==> config.mk <==
export PLATFORM = sky130hd
export DESIGN_NAME = bit_centre_sampler
export DESIGN_NICKNAME = d
export VERILOG_FILES = /design/src/rtl/bcs_pkg.sv /design/src/rtl/bcs_line_sync.sv /design/src/rtl/bcs_change_det.sv /design/src/rtl/bcs_phase_track.sv /design/src/rtl/bit_centre_sampler.sv
export SDC_FILE = /design/constraint.sdc
export NUM_CORES = 1
export LEC_CHECK = 0
export BUFFER_PORTS_ARGS = -buffer_cell sky130_fd_sc_hd__buf_4
export CAP_MARGIN = 20
export CORE_AREA = 2 2 39 41
export DETAILED_ROUTE_END_ITERATION = 8
export DIE_AREA = 0 0 41 43
export HOLD_SLACK_MARGIN = 0.12
export PLACE_DENSITY = 0.58
export SLEW_MARGIN = 20
export SYNTH_ARGS = -nofsm -noshare
export SYNTH_HDL_FRONTEND = slang
export SYNTH_HIERARCHICAL = 1
export SYNTH_SLANG_ARGS = --single-unit
==> constraint.sdc <==
create_clock -name clk -period 4.1 [get_ports clk]
set_input_delay 0.615 -clock clk [delete_from_list [all_inputs] [get_ports clk]]
set_output_delay 0.615 -clock clk [all_outputs]
set_load 0.02 [all_outputs]
==> src/rtl/bcs_pkg.sv <==
package bcs_pkg;
  timeunit 1ns;
  timeprecision 1ps;

  // Tracker state: waiting for a first line change, or following one.
  typedef enum logic {
    TRK_IDLE   = 1'b0,
    TRK_LOCKED = 1'b1
  } trk_state_e;

  // Defaults: 15 half-cycles per bit (7.5 clocks), 2 half-cycles per clock.
  localparam int unsigned DEF_BIT_HALF_CYCLES = 15;
  localparam int unsigned DEF_STEP            = 2;
  localparam int unsigned DEF_SYNC_STAGES     = 2;

endpackage

==> src/rtl/bcs_line_sync.sv <==
module bcs_line_sync #(
  parameter int unsigned STAGES = bcs_pkg::DEF_SYNC_STAGES
) (
  input  logic clk,
  input  logic rst_n,
  input  logic line_in,
  output logic line_sync
);
  timeunit 1ns;
  timeprecision 1ps;

  logic [STAGES-1:0] chain_q;

  generate
    for (genvar g = 0; g < STAGES; g++) begin : g_stage
      logic stage_d;
      if (g == 0) begin : g_first
        always_comb stage_d = line_in;
      end else begin : g_next
        always_comb stage_d = chain_q[g-1];
      end
      always_ff @(posedge clk or negedge rst_n) begin
        if (!rst_n) chain_q[g] <= 1'b0;
        else        chain_q[g] <= stage_d;
      end
    end
  endgenerate

  assign line_sync = chain_q[STAGES-1];

endmodule

==> src/rtl/bcs_change_det.sv <==
module bcs_change_det (
  input  logic clk,
  input  logic rst_n,
  input  logic line_sync,
  output logic edge_seen
);
  timeunit 1ns;
  timeprecision 1ps;

  logic prev_q;

  always_ff @(posedge clk or negedge rst_n) begin
    if (!rst_n) prev_q <= 1'b0;
    else        prev_q <= line_sync;
  end

  // Either polarity of change re-centres the tracker.
  assign edge_seen = line_sync ^ prev_q;

endmodule

==> src/rtl/bcs_phase_track.sv <==
module bcs_phase_track
  import bcs_pkg::*;
#(
  parameter int unsigned BIT_HALF_CYCLES = DEF_BIT_HALF_CYCLES,
  parameter int unsigned STEP            = DEF_STEP
) (
  input  logic clk,
  input  logic rst_n,
  input  logic edge_seen,
  input  logic line_sync,
  output logic sample_en,
  output logic sample_data
);
  timeunit 1ns;
  timeprecision 1ps;

  localparam int unsigned PH_W  = $clog2(BIT_HALF_CYCLES);
  localparam int unsigned SUM_W = PH_W + 1;
  localparam logic [SUM_W-1:0] MOD_V  = SUM_W'(BIT_HALF_CYCLES);
  localparam logic [SUM_W-1:0] STEP_V = SUM_W'(STEP);
  // First half-cycle position at or past mid-bit.
  localparam logic [SUM_W-1:0] THR_V  = SUM_W'((BIT_HALF_CYCLES + 1) / 2);
  // The reload lands one clock after the synchronised line changed.
  localparam logic [PH_W-1:0]  RELOAD_V = PH_W'(STEP);

  trk_state_e        trk_q, trk_d;
  logic [PH_W-1:0]   ph_q, ph_d;
  logic              ph_ce;
  logic              fire;
  logic              en_q;
  logic              data_q;
  logic [SUM_W-1:0]  ph_ext, ph_sum;
  logic [PH_W-1:0]   ph_wrap;
  logic              cross_mid;

  // Next-state logic
  always_comb begin
    ph_ext    = {1'b0, ph_q};
    ph_sum    = ph_ext + STEP_V;
    ph_wrap   = (ph_sum >= MOD_V) ? PH_W'(ph_sum - MOD_V) : PH_W'(ph_sum);
    cross_mid = (ph_ext < THR_V) && (ph_sum >= THR_V);

    trk_d = trk_q;
    ph_d  = ph_q;
    ph_ce = 1'b0;
    fire  = 1'b0;

    if (edge_seen) begin
      trk_d = TRK_LOCKED;
      ph_d  = RELOAD_V;
      ph_ce = 1'b1;
    end else if (trk_q == TRK_LOCKED) begin
      ph_d  = ph_wrap;
      ph_ce = 1'b1;
      fire  = cross_mid;
    end
  end

  // Registers
  always_ff @(posedge clk or negedge rst_n) begin
    if (!rst_n) begin
      trk_q  <= TRK_IDLE;
      ph_q   <= '0;
      en_q   <= 1'b0;
      data_q <= 1'b0;
    end else begin
      trk_q <= trk_d;
      if (ph_ce) ph_q <= ph_d;
      en_q <= fire;
      if (fire) data_q <= line_sync;
    end
  end

  assign sample_en   = en_q;
  assign sample_data = data_q;

endmodule

==> src/rtl/bit_centre_sampler.sv <==
module bit_centre_sampler
  import bcs_pkg::*;
#(
  parameter int unsigned BIT_HALF_CYCLES = DEF_BIT_HALF_CYCLES,
  parameter int unsigned STEP            = DEF_STEP,
  parameter int unsigned SYNC_STAGES     = DEF_SYNC_STAGES
) (
  input  logic clk,
  input  logic rst_n,
  input  logic line_in,
  output logic sample_en,
  output logic sample_data
);
  timeunit 1ns;
  timeprecision 1ps;

  logic line_sync;
  logic edge_seen;

  bcs_line_sync #(.STAGES(SYNC_STAGES)) u_sync (
    .clk       (clk),
    .rst_n     (rst_n),
    .line_in   (line_in),
    .line_sync (line_sync)
  );

  bcs_change_det u_det (
    .clk       (clk),
    .rst_n     (rst_n),
    .line_sync (line_sync),
    .edge_seen (edge_seen)
  );

  bcs_phase_track #(
    .BIT_HALF_CYCLES (BIT_HALF_CYCLES),
    .STEP            (STEP)
  ) u_track (
    .clk         (clk),
    .rst_n       (rst_n),
    .edge_seen   (edge_seen),
    .line_sync   (line_sync),
    .sample_en   (sample_en),
    .sample_data (sample_data)
  );

endmodule

==> results of run 1 <==
==> cell type report <==
class / count / area (um2)
Fill cell: 134 / 767
Sequential cell: 10 / 250
Tap cell: 16 / 20.0
Timing Repair Buffer: 4 / 30.0
Clock buffer: 4 / 36.3
Inverter: 2 / 7.51
Multi-Input combinational cell: 39 / 273
==> state kept, by name, summed over array words and instances, names as in the netlist <==
name	cells
u_det/prev_q	1
u_sync/line_sync	1
u_track/ph_q	4
u_track/trk_q	1
u_sync/g_stage.stage_d	1
u_track/sample_en	1
u_track/sample_data	1
==> stage by stage <==
step	power [mW]	area (um2)	setup slack, ns	hold WS (ns)
after floorplan	0.197	538	2.46	0.319
after global placement	0.223	581	2.33	0.331
after detailed placement	0.221	581	2.34	0.336
after CTS	0.310	617	2.32	0.160
after global routing	0.329	617	2.18	0.165
final	0.307	617	2.31	0.167
==> routing by layer <==
layer	share of wire [%]	global-route usage (%)	up-vias
li1	-	-	201
met1	50	20.9	170
met2	43	18.1	14
met3	5.5	1.57	2
met4	2.0	10.0	0
met5	0	0	-
==> report_power, final <==
group	internal (mW)	switching (mW)	total (mW)	leakage, nW
Sequential	0.114	0.0177	0.132	0.120
Combinational	0.0419	0.0464	0.0883	0.133
Clock	0.0539	0.0325	0.0864	0.0210
==> synth_stat cells (all sizes together) <==
library cell	instances	area, um2
a211oi	1	7.51
a21oi	4	23.8
and3	1	6.26
buf	1	7.51
dfrtp	10	250
ha	3	37.5
inv	2	7.51
mux2	1	11.3
mux2i	2	20.0
nand2	6	22.5
nand2b	1	6.26
nand3	2	10.0
nor2	2	7.51
nor3	2	10.0
nor3b	2	15.0
nor4b	1	15.0
o21a	1	7.51
o21ai	2	10.0
o22ai	1	6.26
o32ai	1	8.76
or2	1	6.26
or2b	1	7.51
or3	1	6.26
or4b	1	10.0
xnor2	1	8.76
xor2	1	8.76
==> worst max-delay path by stage <==
stage                     from              end  slack, ns  cells after the start
4_1_cts        u_track/ph_q[1]  u_track/ph_q[1]       2.32                      6
3_3_place_gp   u_track/ph_q[1]  u_track/ph_q[1]       2.33                      6
3_5_place_dp   u_track/ph_q[1]  u_track/ph_q[1]       2.34                      6
6_report       u_track/ph_q[1]  u_track/ph_q[1]       2.31                      6
5_1_grt        u_track/ph_q[1]  u_track/ph_q[1]       2.18                      6
2_1_floorplan  u_track/ph_q[1]  u_track/ph_q[1]       2.46                      6
==> logic make-up after synthesis <==
| logic type | after synthesis | synth area share (%) |
|---|---|---|
| fa+ha+maj | 3 | 6.98 |
| simple gates | 21 | 22.8 |
| compound gates | 10 | 11.9 |
| mux | 3 | 5.81 |
| buf+inv | 3 | 2.79 |
| flops | 10 | 46.5 |
| xor+xnor | 2 | 3.26 |
==> critical path, delay by kind of cell (launching register included) <==
kind	cells	cell delay (ns)
DFF	1	0.42
adders and majority gates	1	0.35
buffers and inverters	1	0.12
and+or+nand+nor	2	0.51
AOI/OAI and AO/OA	1	0.19
muxes	1	0.09
==> impl_metrics.py, run 1 <==
metrics = {
    "detailed_routing": {
        "vias_per_cell": 5.16,
        "drc": 0,
        "drtAntennaViolNets": 0,
        "vias": 387,
        "drtIter0Drc": 11,
        "routed_wirelength_um": 894,
        "dr.pass1.iters": 4,
        "wl_per_cell_um": 11.9,
    },
    "clock_tree": {
        "cts_buffer_depth": 2,
        "tritoncts": "built",
        "cts.clk_slew.worst_paths_ns": 0.06,
        "cts_htree_levels": 1,
        "cts_made_buffers": 3,
        "root_buffer": "clkbuf_4",
        "clock_latency_ns": 0.26,
        "cts_hold_buf": 0,
        "clock_sinks": 10,
        "cts_setup_buffers": 0,
        "ctsResizeCount": 0,
    },
    "global_route": {
        "grt_usage_pct": 14.0,
        "grt_pass1_vias": 385,
        "grt_antenna_before_repair": 0,
        "grt_max_degree": 11,
        "grt_first_pass_wirelength_mm": 1.66,
        "gr-total-overflow": 0,
    },
    "yosys": {
        "syn_inst": 52,
        "synth-seq-cells": 10,
        "yosysSeqAreaShare_pct": 46.5,
        "synth_area_um2": 538,
        "ys_types": 27,
        "syn_nets": 58,
        "syn_avg_cell_area_um2": 10.3,
        "synth_warnings": 6,
    },
    "worst_setup_path": {
        "worstPathRequired_ns": 4.24,
        "reg2reg_depth": 6,
        "cpPeakStageDelay_ns": 0.42,
        "critPathMaxFanout": 5,
        "crit_chain": "inv_1, ha_1, nand2b_1, a21oi_2, mux2i_1, or3_1",
        "timing.rr.end": "u_track/ph_q[1]",
        "cp-end-kind": "flop",
        "arrival_ns": 1.93,
        "critPathSlowestCell": "dfrtp_1",
        "reg2reg_from": "u_track/ph_q[1]",
        "r2r_slack_ns": 2.31,
        "crit_type": "reg2reg",
        "cp-start-kind": "flop",
    },
    "placed_design": {
        "dp_hpwl_um": 659,
        "dp.cells": 71,
        "globalplace.congestion": 0.798,
        "io_buffers": 4,
    },
    "floorplanning": {
        "fp.dieW_um": 41,
        "dieArea_mm2": 0.00176,
        "rows": 14,
        "ioPinCount": 5,
        "core_mm2": 0.00138,
        "die_h_um": 43,
        "start_util_pct": 38.9,
    },
    "sta": {
        "slew_headroom_pct": 62.3,
        "worstMarginPinSlew_ns": 0.563,
        "worst_clock_skew_ns": 0.00199,
        "fin_crit_sh_pct": 43.7,
        "fmax_mhz": 558,
        "rsz0062_at_grt": "false",
        "hold_viol": 0,
        "layout_min_cycle_time_ns": 1.79,
        "finalSetupTns_ns": 0,
        "setup_violations": 0,
        "drv_slew": 0,
    },
    "final_layout": {
        "syn_to_final_growth_pct": 14.7,
        "layout.nets": 66,
        "final_common_cell": "dfrtp_1",
        "drive_gt1_share_pct": 20.3,
        "insertedDiodeCount": 0,
        "stdcell_count": 75,
        "final_cell_mix": "dfrtp_1, nand2_1, buf_4",
        "final_util_pct": 44.6,
    },
    "min_path": {
        "hp-class": "in2async",
    },
    "run": {
        "max_cap_viol_count": 0,
    },
    "power": {
        "power.leakage_nw": 0.274,
        "peakVddDrop_mv": 0.211,
        "power_density_mw_per_mm2": 497,
    },
    "run_status": {
        "status": "completed",
    },
}
Power figures use the tool's default switching activity.
==> run 2, diff against run 1 <==
PLACE_DENSITY = 0.6   (was 0.58)
clock period = 1.4 ns   (was 4.1 ns; I/O delays follow)
==> impl_metrics.py, run 2 (synthesis gave the netlist of run 1 again) <==
metrics = {
    "clock_tree": {
        "tritoncts": "built",
        "clock_sinks": 10,
        "cts.clk_slew.worst_paths_ns": 0.07,
        "root_buffer": "clkbuf_4",
        "cts_htree_levels": 1,
        "cts_buffer_depth": 2,
        "clock_latency_ns": 0.27,
        "cts_made_buffers": 3,
    },
    "worst_setup_path": {
        "cp-start-kind": "flop",
        "crit_type": "reg2reg",
        "arrival_ns": 1.72,
        "cpPeakStageDelay_ns": 0.46,
        "critPathMaxFanout": 5,
        "cp-end-kind": "flop",
        "critPathSlowestCell": "dfrtp_2",
        "worstPathRequired_ns": 1.54,
        "crit_chain": "inv_4, ha_4, nand2b_4, a21oi_4, mux2i_1, or3_1",
    },
    "placed_design": {
        "place_ws_ns": -0.147,
        "dp_hpwl_um": 813,
        "globalplace.congestion": 0.765,
        "io_buffers": 4,
    },
    "run": {
        "max_cap_viol_count": 0,
    },
    "min_path": {
        "hp-class": "in2async",
    },
    "final_layout": {
        "syn_to_final_growth_pct": 48.8,
        "top_register": "u_track/ph_q",
        "final_common_cell": "buf_4",
        "layout.nets": 78,
        "final_cell_mix": "buf_4, dfrtp_1, nand2_1, clkbuf_4, a21oi_1",
        "insertedDiodeCount": 0,
        "drive_gt1_share_pct": 45.1,
        "largest_register_ffs": 4,
    },
    "detailed_routing": {
        "vias": 436,
        "dr.pass1.iters": 2,
        "vias_per_cell": 5.01,
        "drtIter0Drc": 6,
        "routed_wirelength_mm": 1.13,
        "drc": 0,
        "wl_per_cell_um": 13.0,
        "drtAntennaViolNets": 0,
    },
    "sta": {
        "setup_violations": 3,
        "layout_min_cycle_time_ns": 1.58,
        "worst_clock_skew_ns": 0.00200,
        "fin_crit_sh_pct": 113,
        "hold_viol": 0,
        "worstMarginPinSlew_ns": 0.373,
        "setup_slack_ns": -0.178,
        "finalSetupTns_ns": -0.399,
        "rsz0062_at_grt": "true",
        "fmax_mhz": 634,
        "drv_slew": 0,
        "slew_headroom_pct": 75.1,
    },
    "power": {
        "peakVddDrop_mv": 0.760,
        "power.leakage_nw": 0.345,
        "power_mw": 1.09,
        "power_density_mw_per_mm2": 1360,
    },
    "floorplanning": {
        "dieArea_mm2": 0.00176,
        "ioPinCount": 5,
        "die_h_um": 43,
        "rows": 14,
        "start_util_pct": 38.9,
        "core_mm2": 0.00138,
        "fp.dieW_um": 41,
    },
    "global_route": {
        "gr-total-overflow": 0,
        "grt_max_degree": 11,
        "grt_usage_pct": 16.4,
        "grt_first_pass_wirelength_mm": 1.86,
        "grt_antenna_before_repair": 0,
        "grt_pass1_vias": 461,
    },
    "run_status": {
        "status": "complete, but fails checks",
        "violations": "negative setup slack",
    },
}
run 2: stage by stage:
stage | util (%) | instances | hold WS (ns) | cell area [um2]
3_3_place_gp | 49.5 | 80 | 0.0428 | 686
6_report | 57.9 | 87 | 0.310 | 801
3_5_place_dp | 49.5 | 80 | 0.0449 | 686
2_1_floorplan | - | 52 | -0.0856 | 576
4_1_cts | 54.6 | 86 | 0.289 | 756
5_1_grt | 57.9 | 87 | 0.307 | 801
run 2: worst paths after layout:
path | start | to | slack (ns) | cells past startpoint
worst max-delay path | u_track/ph_q[1] | u_track/ph_q[1] | -0.18 | 6
worst min register to register | u_sync/g_stage[1].stage_d | u_sync/line_sync | 0.35 | 0
worst max register to register | u_track/ph_q[1] | u_track/ph_q[1] | -0.18 | 6
worst min-delay path | rst_n | u_track/ph_q[1] | 0.31 | 2
max in group asynchronous | rst_n | u_track/ph_q[2] | 0.94 | 2
min in group clk | u_sync/g_stage[1].stage_d | u_sync/line_sync | 0.35 | 0
run 2: metal layers:
layer / track usage (%) / vias up / routed length, um
met5: 0 / - / 0
met4: 10.7 / 0 / 21
met3: 4.71 / 2 / 31
met2: 21.9 / 6 / 538
met1: 22.3 / 205 / 539
li1: - / 223 / -
run 2: final cells by class:
type                    instances  area [um2]
well taps                      16        20.0
fillers                       120         583
multi-input cells              39         357
clock buffers                   4        36.3
flip-flops and latches         10         253
inverters                       2        10.0
repair buffers                 16         125
run 2: critical path, delay by kind of cell (launching register included):
kind	cells	cell delay [ns]
muxes	1	0.09
buffers and inverters	1	0.09
AOI/OAI and AO/OA	1	0.14
DFF	1	0.46
adders and majority gates	1	0.20
and+or+nand+nor	2	0.47
run 2: power breakdown:
part,internal [mW],switching [mW],leakage [nW]
sequential,0.337,0.0641,0.118
combinational,0.240,0.180,0.206
clock,0.158,0.106,0.0210
run 2: timing repair:
item                       in CTS  in global routing
hold endpoints to repair       11                  0
gates cloned                    0                  0
buffers inserted                0                  1
pin swaps                       0                  1
resized for setup               2                  9
setup endpoints to repair       5                  5
hold buffers                    2                  0
